`config.mk`:
```
export PLATFORM = sky130hd
export DESIGN_NAME = tx_sa_ctrl_word
export DESIGN_NICKNAME = d
export VERILOG_FILES = /design/src/rtl/tsa_pkg.sv /design/src/rtl/tsa_cmd_qual.sv /design/src/rtl/tsa_host_merge.sv /design/src/rtl/tsa_irq_req.sv /design/src/rtl/tx_sa_ctrl_word.sv
export SDC_FILE = /design/constraint.sdc
export NUM_CORES = 1
export LEC_CHECK = 0
export BUFFER_PORTS_ARGS = -buffer_cell sky130_fd_sc_hd__buf_2
export CAP_MARGIN = 40
export CORE_MARGIN = 2
export CORE_UTILIZATION = 34
export DETAILED_ROUTE_END_ITERATION = 8
export PLACE_DENSITY = 0.73
export SYNTH_ARGS = -nofsm -noshare
export SYNTH_HDL_FRONTEND = slang
export SYNTH_SLANG_ARGS = --single-unit
```
`constraint.sdc`:
```
create_clock -name clk -period 1.5 [get_ports clk]
set_clock_uncertainty 0.2 [all_clocks]
set_input_delay 0.45 -clock clk [delete_from_list [all_inputs] [get_ports clk]]
set_output_delay 0.45 -clock clk [all_outputs]
set_load 0.02 [all_outputs]
```
`src/rtl/tsa_pkg.sv`:
```
`timescale 1ns/1ps
package tsa_pkg;
    localparam int WORD_W     = 16;
    localparam int B_IDX_IRQ  = 15;
    localparam int B_ACC_IRQ  = 14;
    localparam int B_SPARE    = 13;
    localparam int B_BUSY     = 12;
    localparam int B_ACCESSED = 11;
    localparam int B_BUFSEL   = 10;
    localparam int B_BCAST    = 9;

    // host bits writable at any time
    localparam logic [WORD_W-1:0] M_ANYTIME = (WORD_W'(1) << B_IDX_IRQ) | (WORD_W'(1) << B_ACC_IRQ)
                                             | (WORD_W'(1) << B_BUSY) | (WORD_W'(1) << 3);
    // host bits writable only while execution is stopped
    localparam logic [WORD_W-1:0] M_IDLE    = 16'h00F7;
    // device status bits cleared by software reset
    localparam logic [WORD_W-1:0] M_SOFT    = (WORD_W'(1) << B_ACCESSED) | (WORD_W'(1) << B_BUFSEL)
                                             | (WORD_W'(1) << B_BCAST);

    typedef struct packed {
        logic [WORD_W-1:0] word;
        logic              irq_idx;
        logic              irq_acc;
    } st_t;
endpackage

```
`src/rtl/tsa_cmd_qual.sv`:
```
`timescale 1ns/1ps
module tsa_cmd_qual #(
    parameter int SA_W  = 5,
    parameter int SA_LO = 1,
    parameter int SA_HI = 30
) (
    input  logic            msg_done,
    input  logic            exec_en,
    input  logic            cmd_tr,
    input  logic [SA_W-1:0] cmd_sa,
    output logic            hit
);
    localparam logic [SA_W-1:0] LO = SA_W'(SA_LO);
    localparam logic [SA_W-1:0] HI = SA_W'(SA_HI);

    always_comb begin
        hit = msg_done && exec_en && cmd_tr && (cmd_sa >= LO) && (cmd_sa <= HI);
    end
endmodule

```
`src/rtl/tsa_host_merge.sv`:
```
`timescale 1ns/1ps
module tsa_host_merge import tsa_pkg::*; (
    input  logic [WORD_W-1:0] cur,
    input  logic [WORD_W-1:0] wdata,
    input  logic              wr,
    input  logic              exec_en,
    output logic [WORD_W-1:0] merged
);
    logic [WORD_W-1:0] wmask;

    always_comb begin
        wmask = '0;
        if (wr) begin
            wmask = exec_en ? M_ANYTIME : (M_ANYTIME | M_IDLE);
        end
        merged = (cur & ~wmask) | (wdata & wmask);
    end
endmodule

```
`src/rtl/tsa_irq_req.sv`:
```
`timescale 1ns/1ps
module tsa_irq_req (
    input  logic hit,
    input  logic idx_zero,
    input  logic en_idx_local,
    input  logic en_acc_local,
    input  logic en_idx_glb,
    input  logic en_acc_glb,
    output logic req_idx,
    output logic req_acc
);
    always_comb begin
        req_acc = hit && en_acc_local && en_acc_glb;
        req_idx = hit && idx_zero && en_idx_local && en_idx_glb;
    end
endmodule

```
`src/rtl/tx_sa_ctrl_word.sv`:
```
`timescale 1ns/1ps
module tx_sa_ctrl_word import tsa_pkg::*; #(
    parameter int SA_W  = 5,
    parameter int SA_LO = 1,
    parameter int SA_HI = 30
) (
    input  logic              clk,
    input  logic              rst_n,
    input  logic              soft_rst,
    input  logic              exec_en,
    input  logic              host_wr,
    input  logic              host_rd,
    input  logic [WORD_W-1:0] host_wdata,
    output logic [WORD_W-1:0] host_rdata,
    input  logic              msg_done,
    input  logic              cmd_tr,
    input  logic [SA_W-1:0]   cmd_sa,
    input  logic              cmd_bcast,
    input  logic              idx_zero,
    input  logic              glb_idx_irq_en,
    input  logic              glb_acc_irq_en,
    output logic              busy_resp,
    output logic              irq_idx_zero,
    output logic              irq_access,
    output logic              irq_line,
    output logic              log_req
);
    st_t               st_d, st_q;
    logic              hit;
    logic              req_idx, req_acc;
    logic [WORD_W-1:0] host_word;
    logic [WORD_W-1:0] word_q;

    assign word_q = st_q.word;

    tsa_cmd_qual #(.SA_W(SA_W), .SA_LO(SA_LO), .SA_HI(SA_HI)) u_qual (
        .msg_done (msg_done),
        .exec_en  (exec_en),
        .cmd_tr   (cmd_tr),
        .cmd_sa   (cmd_sa),
        .hit      (hit)
    );

    tsa_host_merge u_merge (
        .cur     (st_q.word),
        .wdata   (host_wdata),
        .wr      (host_wr),
        .exec_en (exec_en),
        .merged  (host_word)
    );

    tsa_irq_req u_irq (
        .hit          (hit),
        .idx_zero     (idx_zero),
        .en_idx_local (st_q.word[B_IDX_IRQ]),
        .en_acc_local (st_q.word[B_ACC_IRQ]),
        .en_idx_glb   (glb_idx_irq_en),
        .en_acc_glb   (glb_acc_irq_en),
        .req_idx      (req_idx),
        .req_acc      (req_acc)
    );

    always_comb begin
        st_d         = st_q;
        st_d.word    = host_word;
        st_d.irq_idx = 1'b0;
        st_d.irq_acc = 1'b0;
        if (host_rd) begin
            st_d.word[B_ACCESSED] = 1'b0;
        end
        if (soft_rst) begin
            st_d.word = st_d.word & ~M_SOFT;
        end else if (hit) begin
            st_d.word[B_ACCESSED] = 1'b1;
            if (cmd_bcast) begin
                st_d.word[B_BCAST] = 1'b1;
            end
            if (!st_q.word[B_BUSY]) begin
                st_d.word[B_BUFSEL] = ~st_q.word[B_BUFSEL];
            end
            st_d.irq_idx = req_idx;
            st_d.irq_acc = req_acc;
        end
        st_d.word[B_SPARE] = 1'b0;
    end

    always_ff @(posedge clk or negedge rst_n) begin
        if (!rst_n) begin
            st_q <= '0;
        end else begin
            st_q <= st_d;
        end
    end

    assign host_rdata   = word_q;
    assign busy_resp    = word_q[B_BUSY];
    assign irq_idx_zero = st_q.irq_idx;
    assign irq_access   = st_q.irq_acc;
    assign irq_line     = st_q.irq_idx | st_q.irq_acc;
    assign log_req      = st_q.irq_idx | st_q.irq_acc;
endmodule

```
==> reports/metrics.yaml <==
status: "finished, violations left"
violations: "setup timing"
cts_made_buffers: 3
worstHoldStart: "glb_acc_irq_en"
grt_pass1_wl_mm: 2.532
power_density_nw_per_um2: 924.0
fin_crit_sh_pct: 114.6
ir_drop_uv: 618.5
port_buffers: 46
regToRegSetupSlack_ps: 90
slew_violations: 0
seq_area_frac_synth_pct: 56.84
end_kind: "primary output"
min_period_ps: 1719
p_sw_mw: 0.2897
grt_pass1_vias: 621
drc_errors: 0
grt_max_degree: 17
coreArea_um2: 1962
area_delta_synth_final_pct: 65.90
root_buffer: "clkbuf_4"
cp.arrival_ps: 1070
h-tree-depth: 1
overflow: 0
insertedDiodeCount: 0
r2r_cells: 4
place_congestion: 0.6094
die-area_um2: 2452
start_kind: "flip-flop"
dieHeight_um: 49.52
ys_seq_elements: 16
dp_slack_ps: -197.3
p_clk_share_pct: 25.2
crit_fanout: 2
fp.dieW_um: 49.52
fmax_ghz: 0.5817
vias: 612
timing.hold.ws_ps: 186.3
cts_tree: "yes"
rsz0062_at_grt: "yes"
grtUsageTotal_pct: 13.38
hp-class: "in2reg"
wirelength_mm: 1.655
leakagePower_nw: 0.5828
syn_inst: 55
finalNetCount: 145
cp.required_ps: 850
p_int_mw: 0.7902
combPwrFrac_pct: 28.2
hold_path_end: "irq_access"
crit_type: "reg2out"
startpoint: "irq_idx_zero"
ys_warn_count: 0
insertion_delay_ps: 270
postSynthAreaPerCell_um2: 12.81
antenna_left: 0
path_clk_slew_ps: 90
io_pins: 54
cts_sinks: 16
drt_iter0_markers: 7
initial_utilization_pct: 35.91
viasPerCell: 4.435
drive_gt1_share_pct: 71.17
first_pass_iters: 4
syn_area_um2: 704.4
cts_buffer_depth: 2
antenna_found_initial: 0
num_rows: 16
min_delay_path_depth: 3
r2r_end: "host_rdata[10]"
pwr-share-seq_pct: 46.6
synth_cell_type_count: 21
drt-wirelength-per-cell_um: 11.99
sw_frac_of_total_pct: 26.82
cap_violations: 0
finalSetupViolCount: 3
hold_viol_final: 0
final.setup.worst_slack_ps: -219.0
final cells by class:
cell class                 instances  area [µm²]
timing repair buffer              58       425.4
tap                               27       33.78
multi-input combinational         32       266.5
inverter                           1       3.754
sequential                        16       402.9
clock buffer                       4       36.28
fill                             197       793.3
Yosys cell counts:
library cell  number  share of area, %
a21oi_1            2               1.4
a31o_2             1               1.2
and4_4             1               1.6
and4b_1            1               1.4
buf_2              1              0.71
buf_4              6               6.4
conb_1             1              0.53
dfrtp_1           16                57
inv_1              1              0.53
mux2_2            11                18
mux2i_1            1               1.4
nand2_1            1              0.53
nand2b_1           3               2.7
nand3_1            1              0.71
nand4_1            1              0.89
nor2_1             1              0.53
nor2b_1            1              0.89
nor3_1             2               1.4
nor4_1             1              0.89
o22ai_1            1              0.89
or2_2              1              0.89
routing by layer:
| metal | wire length [µm] | global-route usage (%) |
|---|---|---|
| met2 | 953 | 25.00 |
| met5 | 0 | 0 |
| met1 | 604 | 14.37 |
| met4 | 16 | 6.944 |
| met3 | 82 | 2.121 |
power groups by stage:
| stage | Sequential, mW | Combinational, mW | Clock, mW |
|---|---|---|---|
| 6_report | 0.503 | 0.305 | 0.272 |
| 3_3_place_gp | 0.502 | 0.224 | 0 |
| 4_1_cts | 0.494 | 0.255 | 0.291 |
| 3_5_place_dp | 0.504 | 0.229 | 0 |
| 5_1_grt | 0.509 | 0.324 | 0.305 |
| 2_1_floorplan | 0.550 | 0.0897 | 0 |
layout by cell type (no fill, tap or decap), drive strengths merged, types with 2 or more instances in the layout:
master,count
a21oi,2
clkbuf,4
mux2,11
conb,2
nor3,2
nand2b,3
dfrtp,16
buf,57
critical path: stages (launching register included):
cell     delay [ps]
dfrtp_2         410
or2_4           260
buf_6           130
metrics by stage:
stage | std cells | util, % | area, µm² | TNS, ps | power (mW)
floorplan | 56 | - | 716.9 | -13.67 | 0.6398
global placement | 125 | 48.41 | 949.7 | -610.9 | 0.7255
detailed placement | 125 | 48.41 | 949.7 | -746.3 | 0.7326
CTS | 134 | 53.70 | 1054 | -495.1 | 1.039
global route | 138 | 59.57 | 1169 | -826.1 | 1.138
finish | 138 | 59.57 | 1169 | -523.6 | 1.080
repair_timing:
action	4_1_cts	5_1_grt
setup buffers	4	4
gates cloned	0	0
endpoints found under the hold margin	16	0
hold buffers	1	0
setup endpoints to repair	8	19
resized for setup	9	26
pin swaps	0	1
worst max path at each step:
stage | to | slack, ps
after global routing | irq_line | -260
final | irq_line | -220
after CTS | irq_line | -230
after detailed placement | irq_idx_zero | -200
after global placement | irq_idx_zero | -160
after floorplan | log_req | -10
cells by family after synthesis:
group / Yosys count / synth area share, %
and+or+nand+nor: 14 / 12.43
DFF: 16 / 56.84
other: 1 / 0.5323
muxes: 12 / 19.01
buffers and inverters: 8 / 7.636
AOI/OAI and AO/OA: 4 / 3.553
Note: power is estimated with default switching activity, not from simulation.
